==> src/rtl/auxsc_pkg.sv <==
package auxsc_pkg;

  typedef enum logic [2:0] {
    ERR_NONE       = 3'd0,
    ERR_ADDR       = 3'd1,
    ERR_TOUT       = 3'd2,
    ERR_NACK       = 3'd3,
    ERR_DEFER      = 3'd4,
    ERR_NACK_DEFER = 3'd5,
    ERR_PHY        = 3'd6
  } errCodeT;

  typedef struct packed {
    logic done;
    logic wrongAddr;
    logic tmo;
    logic nackDefer;
    logic i2cNack;
    logic i2cDefer;
    logic phyErr;
  } statusT;

  // strobes from control to datapath
  typedef struct packed {
    logic launch;
    logic finishEvt;
    logic finishTmo;
  } strobeT;

  typedef enum logic [1:0] {
    ST_IDLE = 2'd0,
    ST_BUSY = 2'd1,
    ST_GAP  = 2'd2
  } ctrlStateT;

endpackage

==> src/rtl/auxsc_datapath.sv <==
module auxsc_datapath
  import auxsc_pkg::*;
#(
  parameter int RETRY_LIMIT = 5
) (
  input  logic    clk,
  input  logic    rstN,
  input  strobeT  stb,
  input  logic    isNative,
  input  statusT  stat,
  output logic    evtSeen,
  output logic    evtFail,
  output errCodeT errCode,
  output logic    replyDefer,
  output logic    cmplValid,
  output logic    irqClear,
  output logic    reconfigReq
);

  localparam int RW = $clog2(RETRY_LIMIT + 1);
  localparam logic [RW-1:0] RETRY_LAST = RW'(RETRY_LIMIT - 1);

  logic          nativeQ;
  logic [RW-1:0] retryCnt;
  errCodeT       evtCode;
  errCodeT       finalCode;
  logic          finishAny;

  // classification of the present status word
  always_comb begin
    evtCode = ERR_NONE;
    if (nativeQ) begin
      if (stat.done)           evtCode = ERR_NONE;
      else if (stat.wrongAddr) evtCode = ERR_ADDR;
      else if (stat.tmo)       evtCode = ERR_TOUT;
      if (stat.nackDefer)      evtCode = ERR_NACK;
      if (stat.phyErr)         evtCode = ERR_PHY;
    end else if (stat.done) begin
      evtCode = (stat.i2cNack || stat.i2cDefer) ? ERR_NACK : ERR_NONE;
    end else begin
      if (stat.wrongAddr)      evtCode = ERR_ADDR;
      else if (stat.tmo)       evtCode = ERR_TOUT;
      if (stat.nackDefer)      evtCode = ERR_NACK_DEFER;
      if (stat.i2cNack)        evtCode = ERR_NACK;
      if (stat.i2cDefer)       evtCode = ERR_DEFER;
      if (stat.phyErr)         evtCode = ERR_PHY;
    end
  end

  always_comb begin
    if (nativeQ)
      evtSeen = stat.done || stat.wrongAddr || stat.tmo || stat.nackDefer || stat.phyErr;
    else
      evtSeen = |stat;
  end

  assign evtFail   = (evtCode != ERR_NONE);
  assign finishAny = stb.finishEvt || stb.finishTmo;
  assign finalCode = stb.finishTmo ? ERR_TOUT : evtCode;

  always_ff @(posedge clk or negedge rstN) begin
    if (!rstN) begin
      nativeQ     <= 1'b0;
      retryCnt    <= '0;
      errCode     <= ERR_NONE;
      replyDefer  <= 1'b0;
      cmplValid   <= 1'b0;
      irqClear    <= 1'b0;
      reconfigReq <= 1'b0;
    end else begin
      cmplValid   <= finishAny;
      irqClear    <= stb.finishEvt && (evtCode == ERR_PHY);
      reconfigReq <= 1'b0;
      if (stb.launch) nativeQ <= isNative;
      if (finishAny) begin
        errCode    <= finalCode;
        replyDefer <= (finalCode != ERR_NONE);
        if (finalCode == ERR_NONE) begin
          retryCnt <= '0;
        end else if (nativeQ) begin
          if (retryCnt == RETRY_LAST) begin
            retryCnt    <= '0;
            reconfigReq <= 1'b1;
          end else begin
            retryCnt <= retryCnt + 1'b1;
          end
        end
      end
    end
  end

  assert_reply_matches_code_R7: assert property (@(posedge clk) disable iff (!rstN)
    cmplValid |-> (replyDefer == (errCode != ERR_NONE)));

  assert_irqclr_only_phy_R5: assert property (@(posedge clk) disable iff (!rstN)
    irqClear |-> (cmplValid && errCode == ERR_PHY));

  assert_reconfig_native_fail_R8: assert property (@(posedge clk) disable iff (!rstN)
    reconfigReq |-> (cmplValid && replyDefer && nativeQ));

  assert_retry_bound_R8: assert property (@(posedge clk) disable iff (!rstN)
    retryCnt <= RETRY_LAST);

endmodule

==> src/rtl/auxsc_ctrl.sv <==
module auxsc_ctrl
  import auxsc_pkg::*;
#(
  parameter int TIMEOUT_CYCLES = 25_000_000,
  parameter int GAP_CYCLES     = 40_000
) (
  input  logic   clk,
  input  logic   rstN,
  input  logic   start,
  input  logic   evtSeen,
  input  logic   evtFail,
  output strobeT stb,
  output logic   ready,
  output logic   busy
);

  localparam int  TMO_W = $clog2(TIMEOUT_CYCLES + 1);
  localparam int  GAP_W = $clog2(GAP_CYCLES + 2);
  localparam bit  GAP_ON = (GAP_CYCLES > 0);
  localparam logic [TMO_W-1:0] TMO_LAST = TMO_W'(TIMEOUT_CYCLES - 1);
  localparam logic [GAP_W-1:0] GAP_LAST = GAP_W'(GAP_ON ? GAP_CYCLES - 1 : 0);

  ctrlStateT        state;
  logic [TMO_W-1:0] tmoCnt;
  logic             inBusy;
  logic             failNow;
  logic             gapDone;

  assign inBusy        = (state == ST_BUSY);
  assign busy          = inBusy;
  assign ready         = (state == ST_IDLE);
  assign stb.launch    = ready && start;
  assign stb.finishEvt = inBusy && evtSeen;
  assign stb.finishTmo = inBusy && !evtSeen && (tmoCnt == TMO_LAST);
  assign failNow       = stb.finishTmo || (stb.finishEvt && evtFail);

  generate
    if (GAP_ON) begin : g_gap
      logic [GAP_W-1:0] gapCnt;
      always_ff @(posedge clk or negedge rstN) begin
        if (!rstN)                 gapCnt <= '0;
        else if (state != ST_GAP)  gapCnt <= '0;
        else                       gapCnt <= gapCnt + 1'b1;
      end
      assign gapDone = (state == ST_GAP) && (gapCnt == GAP_LAST);
    end else begin : g_nogap
      assign gapDone = 1'b1;
    end
  endgenerate

  always_ff @(posedge clk or negedge rstN) begin
    if (!rstN) begin
      state  <= ST_IDLE;
      tmoCnt <= '0;
    end else begin
      case (state)
        ST_IDLE: if (stb.launch) begin
          state  <= ST_BUSY;
          tmoCnt <= '0;
        end
        ST_BUSY: begin
          if (stb.finishEvt || stb.finishTmo)
            state <= (failNow && GAP_ON) ? ST_GAP : ST_IDLE;
          else
            tmoCnt <= tmoCnt + 1'b1;
        end
        ST_GAP:  if (gapDone) state <= ST_IDLE;
        default: state <= ST_IDLE;
      endcase
    end
  end

  assert_busy_from_start_R9: assert property (@(posedge clk) disable iff (!rstN)
    $rose(busy) |-> $past(start));

  assert_gap_after_fail_R9: assert property (@(posedge clk) disable iff (!rstN)
    (failNow && GAP_ON) |=> !ready);

  assert_tmo_bound_R6: assert property (@(posedge clk) disable iff (!rstN)
    inBusy |-> (tmoCnt <= TMO_LAST));

  assert_strobe_onehot_R7: assert property (@(posedge clk) disable iff (!rstN)
    $onehot0(stb));

endmodule

==> src/rtl/aux_status_classifier.sv <==
module aux_status_classifier
  import auxsc_pkg::*;
#(
  parameter int TIMEOUT_CYCLES = 25_000_000,
  parameter int GAP_CYCLES     = 40_000,
  parameter int RETRY_LIMIT    = 5
) (
  input  logic       clk,
  input  logic       rstN,
  input  logic       start,
  input  logic       isNative,
  input  logic       stDone,
  input  logic       stWrongAddr,
  input  logic       stTimeout,
  input  logic       stNackDefer,
  input  logic       stI2cNack,
  input  logic       stI2cDefer,
  input  logic       stPhyErr,
  output logic       ready,
  output logic       busy,
  output logic       cmplValid,
  output logic [2:0] errCode,
  output logic       replyDefer,
  output logic       irqClear,
  output logic       reconfigReq
);

  statusT  stat;
  strobeT  stb;
  logic    evtSeen;
  logic    evtFail;
  errCodeT codeQ;

  assign stat = '{done: stDone, wrongAddr: stWrongAddr, tmo: stTimeout,
                  nackDefer: stNackDefer, i2cNack: stI2cNack,
                  i2cDefer: stI2cDefer, phyErr: stPhyErr};

  auxsc_ctrl #(
    .TIMEOUT_CYCLES(TIMEOUT_CYCLES),
    .GAP_CYCLES    (GAP_CYCLES)
  ) uCtrl (
    .clk    (clk),
    .rstN   (rstN),
    .start  (start),
    .evtSeen(evtSeen),
    .evtFail(evtFail),
    .stb    (stb),
    .ready  (ready),
    .busy   (busy)
  );

  auxsc_datapath #(
    .RETRY_LIMIT(RETRY_LIMIT)
  ) uData (
    .clk        (clk),
    .rstN       (rstN),
    .stb        (stb),
    .isNative   (isNative),
    .stat       (stat),
    .evtSeen    (evtSeen),
    .evtFail    (evtFail),
    .errCode    (codeQ),
    .replyDefer (replyDefer),
    .cmplValid  (cmplValid),
    .irqClear   (irqClear),
    .reconfigReq(reconfigReq)
  );

  assign errCode = codeQ;

  assert_cmpl_needs_busy_R1: assert property (@(posedge clk) disable iff (!rstN)
    cmplValid |-> $past(busy));

  assert_code_held_R7: assert property (@(posedge clk) disable iff (!rstN)
    !cmplValid |-> $stable(errCode));

endmodule

==> config.mk <==
export PLATFORM = sky130hd
export DESIGN_NAME = aux_status_classifier
export DESIGN_NICKNAME = d
export VERILOG_FILES = /design/src/rtl/auxsc_pkg.sv /design/src/rtl/auxsc_datapath.sv /design/src/rtl/auxsc_ctrl.sv /design/src/rtl/aux_status_classifier.sv
export SDC_FILE = /design/constraint.sdc
export NUM_CORES = 1
export LEC_CHECK = 0
export BUFFER_PORTS_ARGS = -buffer_cell sky130_fd_sc_hd__buf_2
export CAP_MARGIN = 20
export CORE_ASPECT_RATIO = 1.2
export CORE_UTILIZATION = 35
export CTS_CLUSTER_DIAMETER = 60
export DETAILED_ROUTE_END_ITERATION = 6
export PLACE_DENSITY = 0.57
export SYNTH_ARGS = -nofsm -noshare
export SYNTH_HDL_FRONTEND = slang
export SYNTH_SLANG_ARGS = --single-unit
export TNS_END_PERCENT = 20
==> constraint.sdc <==
create_clock -name clk -period 2.7 [get_ports clk]
set_input_delay 0.27 -clock clk [delete_from_list [all_inputs] [get_ports clk]]
set_output_delay 0.27 -clock clk [all_outputs]
set_load 0.1 [all_outputs]
==> flow_summary.json <==
{
  "synth_edf_count": 0,
  "final-max-slew-violation-count": 0,
  "final_net_count": 348,
  "port_buffers": 19,
  "layout_commonest_cell": "sky130_fd_sc_hd__dfrtp_1",
  "antenna_found_initial": 0,
  "holdCritPathClass": "in2async",
  "stdcell_count": 425,
  "most-common-layout-cells": "54 x sky130_fd_sc_hd__dfrtp_1, 36 x sky130_fd_sc_hd__nor2_1, 24 x sky130_fd_sc_hd__nand2_1",
  "htree_num_levels": 2,
  "post-cts-setup-buffer-count": 0,
  "row_count": 35,
  "critical_path_arrival_ps": 2680,
  "slowest_stage": "sky130_fd_sc_hd__or4_1",
  "yosysWarnings": 0,
  "run_status": "completed",
  "timing.critical_path.cells": "nand2b_1 > or4_1 > or4_1 > or3_1 > a21oi_1",
  "largest_net_degree_at_the_start_of_global_routing": 31,
  "wire_per_inst_microns": 13.4,
  "drtPass1Iterations": 4,
  "dp.final_hpwl_microns": 4230,
  "headroom_to_the_max_slew_limit": 0.538,
  "power.density_cell_area_nw_per_um2": 711,
  "cts_hold_repair.buffers": 0,
  "numPlacedInstances": 418,
  "starting_density": 0.364,
  "crit_required_ps": 2930,
  "finish.utilization": 0.406,
  "p_leak_nw": 1.33,
  "final_layout_size_suffix_gt1_frac": 0.120,
  "fin_crit_period_ps": 2450,
  "antenna-diode-count": 0,
  "total_power_mw": 2.22,
  "cp_top_family": "simple AND/OR/NAND/NOR gates",
  "postSynthRegisterBits": 54,
  "total_via_count_after_detailed_routing": 2229,
  "path_class": "reg2reg",
  "setup_tns_final_ps": 0,
  "critical-path-top-cell-by-count": "sky130_fd_sc_hd__or4_1",
  "rsz0062_at_grt": "false",
  "final.hold.worst_slack_ps": 0.983,
  "core_region_area_sq_um": 7710,
  "gp_congestion": 0.773,
  "finalInstanceArea_sq_um": 3130,
  "worst_max_slew_pin_slew_ps": 693,
  "setup_viol": 0,
  "cts.sink_count": 54,
  "ff2ff_setup_slack_ps": 250,
  "number_of_remaining_drc_errors": 0,
  "synthArstFlopShare": 1.00,
  "ant_nets": 0,
  "viasPerCell": 5.24,
  "drt_iter0_drcs": 115,
  "track_usage": 0.148,
  "synth.avg_cell_area_sq_um": 9.12,
  "max_cap_violations": 0,
  "synthesis.nets": 323,
  "clock_tree.buffer_depth": 2,
  "placed_cell_area_sq_um": 3050,
  "critical_path_peak_fanout": 10,
  "synthesis.instances": 308,
  "cp.buffers_inverters": 0,
  "timing.critical_path.from_type": "flip-flop",
  "end_kind": "flip-flop",
  "post_synth_instance_area_sq_um": 2810,
  "final_min_period_over_clock_period": 0.907,
  "die_y_microns": 100,
  "grt_pass1_vias": 2253,
  "cts.reportedPaths.clkPinSlew_ps": 90,
  "floorplan.die_area_sq_um": 8390,
  "ir_worst_vdd_mv": 0.694,
  "clk_latency_ps": 300,
  "clock-root-buffer": "sky130_fd_sc_hd__clkbuf_8",
  "finalClockSkew_ps": 5.05,
  "top_level_ports": 20,
  "area.growth.synth_to_final_pct": 11.4,
  "post_synth_num_cell_types": 42,
  "grt_pass1_wl_microns": 10100,
  "timing_hold_violations_final": 0,
  "chipWidth_microns": 83.8,
  "final_critical_path_setup_slack_ps": 252,
  "detail_route.wirelength_microns": 5690,
  "globalRoute.totalOverflow": 0,
  "numCtsBuffers": 5,
  "synth_sequential_area_ratio": 0.481,
  "synth_top_flop_cell": "sky130_fd_sc_hd__dfrtp_1",
  "critical-path-max-stage-delay_ps": 700,
  "max_clock_freq_mhz": 408,
  "post_cts.resized_instances": 0,
  "pre_cts_slack_ps": 43.9,
  "tritoncts": "built"
}
==> cell usage after synthesis, types with 5 or more instances <==
cell type                  number  area share
sky130_fd_sc_hd__a21oi_1       14       0.025
sky130_fd_sc_hd__and4_1         5       0.016
sky130_fd_sc_hd__clkbuf_1      10       0.013
sky130_fd_sc_hd__dfrtp_1       54        0.48
sky130_fd_sc_hd__inv_1         15       0.020
sky130_fd_sc_hd__nand2_1       24       0.032
sky130_fd_sc_hd__nand3_1       17       0.030
sky130_fd_sc_hd__nand4_1       10       0.022
sky130_fd_sc_hd__nor2_1        36       0.048
sky130_fd_sc_hd__nor3_1        12       0.021
sky130_fd_sc_hd__o21ai_0       20       0.036
sky130_fd_sc_hd__or3_1         13       0.029
sky130_fd_sc_hd__xnor2_1       11       0.034
sky130_fd_sc_hd__xor2_1        15       0.047
==> final cells by class <==
class,count,area (sq um)
well taps,92,115
flip-flops and latches,54,1350
repair buffers,29,170
clock buffers,7,76.3
inverters,15,56.3
multi-input cells,228,1360
fillers,791,4580
==> routing by layer <==
layer	share of wire	wire (microns)	GRT usage
met2	0.49	2810	0.267
met5	0	0	0
met1	0.48	2720	0.183
met4	0.011	61	0.0469
met3	0.016	92	0.0197
==> power by group <==
| group | total [mW] | internal, mW | switching (mW) |
|---|---|---|---|
| registers | 0.946 | 0.895 | 0.0506 |
| logic | 0.851 | 0.192 | 0.659 |
| clock network | 0.428 | 0.180 | 0.248 |
| total | 2.22 | 1.27 | 0.958 |
==> worst paths after layout <==
check / from / to / cells after the start
setup reg to reg: uCtrl.state[1]$_DFFE_PN0P_ / uCtrl.tmoCnt[13]$_DFFE_PN0P_ / 5
setup / recovery: uCtrl.state[1]$_DFFE_PN0P_ / uCtrl.tmoCnt[13]$_DFFE_PN0P_ / 5
hold reg to reg: uCtrl.g_gap.gapCnt[0]$_DFF_PN0_ / uCtrl.g_gap.gapCnt[0]$_DFF_PN0_ / 1
max in group asynchronous: rstN / uData.retryCnt[0]$_DFFE_PN0P_ / 2
min in group clk: isNative / uData.nativeQ$_DFFE_PN0P_ / 3
hold / removal: rstN / uCtrl.tmoCnt[11]$_DFFE_PN0P_ / 1
==> registers in the layout (all words and copies together) (netlist names) <==
signal              flops
uData.replyDefer        1
uCtrl.state             2
uCtrl.tmoCnt           25
uCtrl.g_gap.gapCnt     16
uData.cmplValid         1
uData.nativeQ           1
uData.reconfigReq       1
uData.errCode           3
uData.retryCnt          3
uData.irqClear          1
==> kinds of logic after synthesis <==
| kind of cell | after synthesis | share of synthesized area |
|---|---|---|
| buffers and inverters | 26 | 0.0352 |
| and+or+nand+nor | 146 | 0.273 |
| adders and majority gates | 4 | 0.0178 |
| xor gates and xnor gates | 26 | 0.0811 |
| DFF | 54 | 0.481 |
| AOI/OAI and AO/OA | 52 | 0.112 |
==> worst register-to-register path: cells and delay by family, from the launching register on <==
family             cells  cell delay, ps
DFF                    1             400
AOI/OAI and AO/OA      1             140
and+or+nand+nor        4            1840
(Power assumes the default switching activity.)
